$ cat config.mk
export PLATFORM = sky130hd
export DESIGN_NAME = pf_lsu
export DESIGN_NICKNAME = d
export VERILOG_FILES = /design/src/rtl/pflsu_pkg.sv /design/src/rtl/pflsu_field_decode.sv /design/src/rtl/pflsu_load_extract.sv /design/src/rtl/pflsu_store_merge.sv /design/src/rtl/pf_lsu.sv
export SDC_FILE = /design/constraint.sdc
export NUM_CORES = 1
export LEC_CHECK = 0
export CORE_ASPECT_RATIO = 0.5
export CORE_MARGIN = 10
export CORE_UTILIZATION = 40
export DETAILED_ROUTE_END_ITERATION = 12
export SYNTH_ARGS = -nofsm -noshare
export SYNTH_HDL_FRONTEND = slang
export SYNTH_SLANG_ARGS = --single-unit
$ cat constraint.sdc
create_clock -name clk -period 1.2 [get_ports clk]
set_input_delay 0.24 -clock clk [delete_from_list [all_inputs] [get_ports clk]]
set_output_delay 0.24 -clock clk [all_outputs]
set_load 0.01 [all_outputs]
$ cat src/rtl/pflsu_pkg.sv
package pflsu_pkg;
    parameter int BYTE_W    = 6;
    parameter int NBYTES    = 5;
    parameter int IDX_BYTES = 2;
    localparam int MAG_W    = NBYTES * BYTE_W;
    localparam int WORD_W   = MAG_W + 1;
    localparam int POS_W    = $clog2(NBYTES + 1);
    localparam int FCODE_W  = 2 * POS_W;

    typedef logic [BYTE_W-1:0] byte_t;

    typedef struct packed {
        logic                neg;
        byte_t [1:NBYTES]    b;
    } word_t;

    typedef enum logic [1:0] {
        OP_LOAD       = 2'd0,
        OP_LOAD_NEG   = 2'd1,
        OP_STORE      = 2'd2,
        OP_STORE_ZERO = 2'd3
    } op_e;

    typedef enum logic [1:0] {
        KIND_WORD  = 2'd0,
        KIND_INDEX = 2'd1,
        KIND_JUMP  = 2'd2,
        KIND_RSVD  = 2'd3
    } kind_e;

    typedef enum logic {
        ST_IDLE = 1'b0,
        ST_RESP = 1'b1
    } state_e;
endpackage

$ cat src/rtl/pflsu_field_decode.sv
module pflsu_field_decode
    import pflsu_pkg::*;
(
    input  logic [FCODE_W-1:0] code,
    output logic [POS_W-1:0]   left,
    output logic [POS_W-1:0]   right,
    output logic [POS_W-1:0]   first_byte,
    output logic               legal
);
    assign left       = code[FCODE_W-1 -: POS_W];
    assign right      = code[POS_W-1:0];
    // the sign position is not a byte, so byte work starts at position 1
    assign first_byte = (left == '0) ? POS_W'(1) : left;
    assign legal      = (left <= right) && (int'(right) <= NBYTES);
endmodule

$ cat src/rtl/pflsu_load_extract.sv
module pflsu_load_extract
    import pflsu_pkg::*;
(
    input  word_t            src_w,
    input  logic [POS_W-1:0] left,
    input  logic [POS_W-1:0] right,
    input  logic [POS_W-1:0] first_byte,
    input  logic             negate,
    input  logic             short_reg,
    output word_t            dst_w
);
    logic [MAG_W-1:0]  shifted;
    word_t             shw;
    byte_t [1:NBYTES]  out_b;
    int                first_kept;
    logic              sgn;

    always_comb begin
        shifted    = src_w.b >> (BYTE_W * (NBYTES - int'(right)));
        first_kept = NBYTES - int'(right) + int'(first_byte);
        sgn        = ((left == '0) ? src_w.neg : 1'b0) ^ negate;
    end

    assign shw = {1'b0, shifted};

    for (genvar p = 1; p <= NBYTES; p++) begin : g_byte
        logic keep;
        assign keep     = (p >= first_kept) && (!short_reg || (p > NBYTES - IDX_BYTES));
        assign out_b[p] = keep ? shw.b[p] : '0;
    end

    assign dst_w = {sgn, out_b};
endmodule

$ cat src/rtl/pflsu_store_merge.sv
module pflsu_store_merge
    import pflsu_pkg::*;
(
    input  word_t            old_w,
    input  word_t            src_w,
    input  logic [POS_W-1:0] left,
    input  logic [POS_W-1:0] right,
    input  logic [POS_W-1:0] first_byte,
    output word_t            dst_w
);
    logic [MAG_W-1:0]  inserted;
    word_t             insw;
    byte_t [1:NBYTES]  out_b;
    logic              sgn;

    always_comb begin
        inserted = src_w.b << (BYTE_W * (NBYTES - int'(right)));
        sgn      = (left == '0) ? src_w.neg : old_w.neg;
    end

    assign insw = {1'b0, inserted};

    for (genvar p = 1; p <= NBYTES; p++) begin : g_byte
        logic in_field;
        assign in_field = (p >= int'(first_byte)) && (p <= int'(right));
        assign out_b[p] = in_field ? insw.b[p] : old_w.b[p];
    end

    assign dst_w = {sgn, out_b};
endmodule

$ cat src/rtl/pf_lsu.sv
module pf_lsu
    import pflsu_pkg::*;
(
    input  logic               clk,
    input  logic               rst_n,
    input  logic               req_i,
    input  logic [1:0]         op_i,
    input  logic [1:0]         kind_i,
    input  logic [FCODE_W-1:0] field_i,
    input  logic [WORD_W-1:0]  mem_word_i,
    input  logic [WORD_W-1:0]  reg_word_i,
    output logic               res_valid_o,
    output logic [WORD_W-1:0]  result_o,
    output logic               err_o
);
    op_e              op;
    kind_e            kind;
    logic             is_store, short_reg, legal;
    logic [POS_W-1:0] left, right, first_byte;
    word_t            mem_w, reg_w, st_src, ld_w, st_w, next_res;
    state_e           state_q, state_d;
    logic [WORD_W-1:0] result_q;
    logic             err_q;

    assign op        = op_e'(op_i);
    assign kind      = kind_e'(kind_i);
    assign mem_w     = mem_word_i;
    assign reg_w     = reg_word_i;
    assign is_store  = (op == OP_STORE) || (op == OP_STORE_ZERO);
    assign short_reg = (kind == KIND_INDEX) || (kind == KIND_JUMP);

    pflsu_field_decode u_dec (
        .code       (field_i),
        .left       (left),
        .right      (right),
        .first_byte (first_byte),
        .legal      (legal)
    );

    // store operand: zero mode, short registers, jump sign
    always_comb begin
        st_src = reg_w;
        if (op == OP_STORE_ZERO) st_src = '0;
        if (short_reg) begin
            for (int p = 1; p <= NBYTES - IDX_BYTES; p++) st_src.b[p] = '0;
        end
        if (kind == KIND_JUMP) st_src.neg = 1'b0;
    end

    pflsu_load_extract u_ld (
        .src_w      (mem_w),
        .left       (left),
        .right      (right),
        .first_byte (first_byte),
        .negate     (op == OP_LOAD_NEG),
        .short_reg  (short_reg),
        .dst_w      (ld_w)
    );

    pflsu_store_merge u_st (
        .old_w      (mem_w),
        .src_w      (st_src),
        .left       (left),
        .right      (right),
        .first_byte (first_byte),
        .dst_w      (st_w)
    );

    always_comb begin
        if (legal) next_res = is_store ? st_w  : ld_w;
        else       next_res = is_store ? mem_w : reg_w;
    end

    // controller: next state
    always_comb begin
        state_d = ST_IDLE;
        unique case (state_q)
            ST_IDLE: state_d = req_i ? ST_RESP : ST_IDLE;
            ST_RESP: state_d = req_i ? ST_RESP : ST_IDLE;
        endcase
    end

    // controller: state register
    always_ff @(posedge clk or negedge rst_n) begin
        if (!rst_n) state_q <= ST_IDLE;
        else        state_q <= state_d;
    end

    // outputs
    always_ff @(posedge clk or negedge rst_n) begin
        if (!rst_n) begin
            result_q <= '0;
            err_q    <= 1'b0;
        end else if (req_i) begin
            result_q <= next_res;
            err_q    <= !legal;
        end
    end

    assign res_valid_o = (state_q == ST_RESP);
    assign result_o    = result_q;
    assign err_o       = err_q;


    valid_strobe_chk: assert property (@(posedge clk) disable iff (!rst_n)
        res_valid_o == ($past(req_i) && $past(rst_n)));


    load_plus_sign_chk: assert property (@(posedge clk) disable iff (!rst_n)
        (res_valid_o && !err_o && $past(op_i == 2'd0) && $past(field_i[5:3] != 3'd0))
        |-> !result_o[WORD_W-1]);


    neg_load_sign_chk: assert property (@(posedge clk) disable iff (!rst_n)
        (res_valid_o && !err_o && $past(op_i == 2'd1) && $past(field_i[5:3] != 3'd0))
        |-> result_o[WORD_W-1]);


    store_sign_keep_chk: assert property (@(posedge clk) disable iff (!rst_n)
        (res_valid_o && !err_o && $past(op_i[1]) && $past(field_i[5:3] != 3'd0))
        |-> result_o[WORD_W-1] == $past(mem_word_i[WORD_W-1]));


    jump_plus_chk: assert property (@(posedge clk) disable iff (!rst_n)
        (res_valid_o && !err_o && $past(op_i == 2'd2) && $past(kind_i == 2'd2)
         && $past(field_i[5:3] == 3'd0))
        |-> !result_o[WORD_W-1]);


    bad_load_hold_chk: assert property (@(posedge clk) disable iff (!rst_n)
        (res_valid_o && err_o && $past(!op_i[1])) |-> result_o == $past(reg_word_i));


    bad_store_hold_chk: assert property (@(posedge clk) disable iff (!rst_n)
        (res_valid_o && err_o && $past(op_i[1])) |-> result_o == $past(mem_word_i));
endmodule

==> impl_results.md <==
- Clk Latency, worst-skew pair: 290 ps
- Die Ht: slightly above 100 um
- Die X-Extent: approximately 180 um
- Total die area: between 15000 and 20000 um^2
- Met3 Usage GRT: 14.1%
- Layout fillers: 947
- Drt pass-1 iters: 6
- Worst rel slew slack: approximately 60%
- Async SR Flop Fraction: 100%
- Fin. max-slew vios: 0
- CP Class: input pin to flip-flop
- Mapped Nets: 759
- Routed Antenna Nets: 0
- Pleak: between 0.004 and 0.005 uW
- CTS tree: built
- Failing checks: negative setup slack
- Min Tclk post-route: 2340 ps
- Startpoint Class: input pin
- Mapped cell area: between 5000 and 6000 um^2
- Met1 global-route usage: roughly two fifths
- Vias in the first global route: roughly 7400
- Total gr overflow: 0
- Placer Congestion: ~0.99
- Fmax: 0.428 GHz
- Area contributors post-synth: dfrtp_1, mux2i_1, mux2_2, mux4_2, nand2_1
- Tcrit/Tclk final: 195%
- Crit path DAT: about 2500 ps
- Synth Area per Inst: 7.96 um^2
- Vias: between 7000 and 8000
- Sequential standard cell area: slightly above 800 um^2
- Num CTS Buffers: 5
- Area of the core: roughly 13000 um^2
- Cell variety after synth: 66
- Initial Util: 41.4%
- Placed cells: 1133
- # DRC: 0
- Initial antenna violation count: 1
- Initial DRC Count: between 800 and 900
- Nets: ~1100
- Max VDD drop: between 0.6 and 0.7 mV
- Layout area overhead: 81.5%
- Yosys Warn Count: 0
- Hold Vio Cnt, Final: 0
- Gr busiest metal: met2
- # rows: 29
- Sequential share of the synthesized area: between 15 and 20%
- Final setup fails: 32
- Wirelength per Cell: approximately 27 um
- Post-synth top area cell: dfrtp_1
- Inserted Diodes: 0
- PwrDens: 945 nW/um^2
- Worst-Margin Slew: between 500 and 600 ps
- Area of the multi-input gates: approximately 5000 um^2
- Clock skew: 0 ps
- Top_reg_cell synth: dfrtp_1
- Clock Tree Root: clkbuf_16
- Max_cap viols: 0
- Final Non-Filler Cells: between 1000 and 1500
- Routed wire length: 31100 um
- Synth top area share: 15.5%
- Synthesized netlist cell count: 667
- Layout cells sized above 1: about half
- Post-synth EDFFs: 0
- Worst setup EP type: flip-flop
- Status: finished, violations left
- Number of port buffers: roughly 110
- CTS HTree Levels: 2
- Worst Path Max Fanout: 7
- Flops & latches, synth: 33
- RSZ-0062 raised after global routing: yes
- Setup ws final: -1140 ps
- Vias per cell: around 6.4
- Num Clock Sinks: 33
- Hold Crit Class: input pin to asynchronous set/reset pin
- WP data required: 1380 ps
- Gr usage total: just over 30%
- Pin count of the biggest net entering global routing: 34
- Worst-path clk slew: 60 ps
- I/O pin count: approximately 110
- WHS: ~470 ps
- Clk buf depth: 2
- M2 GR Usage: between 40% and 50%
- First-pass GRT wire length: around 44000 um
- Post-DP HPWL: roughly 24000 um
-- final cells by class --
| type | count | share of cell area [%] |
|---|---|---|
| repair buffers | 383 | 35.7 |
| clock buffers | 7 | 1.48 |
| well taps | 170 | 2.21 |
| multi-input cells | 557 | 51.1 |
| flip-flops and latches | 33 | 8.56 |
| inverters | 20 | 0.986 |
-- placed cells by master, fill, tap and decap left out, types with 13 or more instances in the layout --
cell,synthesis,layout
clkdlybuf4s15_1,0,23
mux2_2,45,43
mux4_2,15,15
buf_6,3,24
a221oi_2,0,15
o211ai_1,16,16
mux2i_1,52,46
buf_4,5,234
a21oi_1,46,39
o21ai_0,36,25
a31oi_1,15,13
clkdlybuf4s50_1,0,64
o22ai_1,29,28
buf_12,0,14
nor2_1,31,22
nand2_1,73,71
dfrtp_1,33,33
-- stage by stage --
stage | utilization, % | power [uW] | cell area [um^2] | TNS, ps | setup slack, ps
6_report | 75.1 | 9120 | 9640 | -32490 | -1140
3_3_place_gp | 66.7 | 6730 | 8560 | -56570 | -1920
5_1_grt | 75.1 | 9410 | 9640 | -34760 | -1210
2_1_floorplan | - | 4050 | 5710 | -33640 | -1220
3_5_place_dp | 66.7 | 6800 | 8560 | -58800 | -1960
4_1_cts | 70.8 | 8370 | 9090 | -31700 | -1150
-- power by group --
part	leakage [uW]	switching (uW)	internal, uW
clock	0.0000700	598	820
combinational	0.00365	3150	3070
sequential	0.000379	146	1330
total	0.00410	3900	5220
-- state kept, by name, summed over array words and instances, names as in the netlist --
signal / count
err_o: 1
res_valid_o: 1
result_o: 31
-- synthesized netlist by cell type, drive strengths merged (13+ instances only) --
cell,count
nand2,73
mux2i,52
a21oi,47
mux2,45
o21ai,36
buf,34
dfrtp,33
nor2,31
o22ai,29
clkbuf,23
a221oi,19
inv,19
nand3,19
ha,16
o211ai,16
a31oi,15
mux4,15
nor3,14
and2,13
nor2b,13
-- routing by layer --
metal | part of all wire (%) | vias to the layer above
li1 | - | 3248
met1 | 41 | 3666
met2 | 42 | 542
met3 | 15 | 67
met4 | 2.3 | 0
met5 | 0 | -
-- logic make-up (layout without fill, tap and decap cells) --
group | Yosys count | in the layout | synth area share (%)
xor+xnor | 3 | 3 | 0.495
fa+ha+maj | 17 | 17 | 4.15
mux | 112 | 112 | 25.7
compound gates | 224 | 224 | 28.5
buf+inv | 77 | 410 | 6.76
flops | 33 | 33 | 15.5
simple gates | 201 | 201 | 18.8
-- critical path, cell delays in order --
cell,delay [ps]
buf_8,80
clkinvlp_4,100
buf_4,160
ha_4,410
buf_12,170
mux2_2,340
o21ai_0,340
o32ai_1,220
and3b_1,240
o221a_2,220
-- repair_timing --
action / in CTS / in global routing
hold buffers: 1 / 0
endpoints found under the setup margin: 65 / 51
endpoints found under the hold margin: 33 / 0
gates resized for setup: 139 / 100
pin swaps: 43 / 51
gates cloned: 0 / 2
setup buffers: 13 / 16
-- worst paths after layout --
check / startpoint / endpoint / slack (ps) / cells after the start
min reg2reg: err_o / err_o / 490 / 1
max reg2reg: result_o[19] / result_o[19] / 30 / 3
min: rst_n / result_o[22] / 470 / 3
max in group asynchronous: rst_n / result_o[2] / 480 / 3
max: field_i[1] / result_o[20] / -1140 / 10
min in group clk: err_o / err_o / 490 / 1
(Power assumes the default switching activity.)
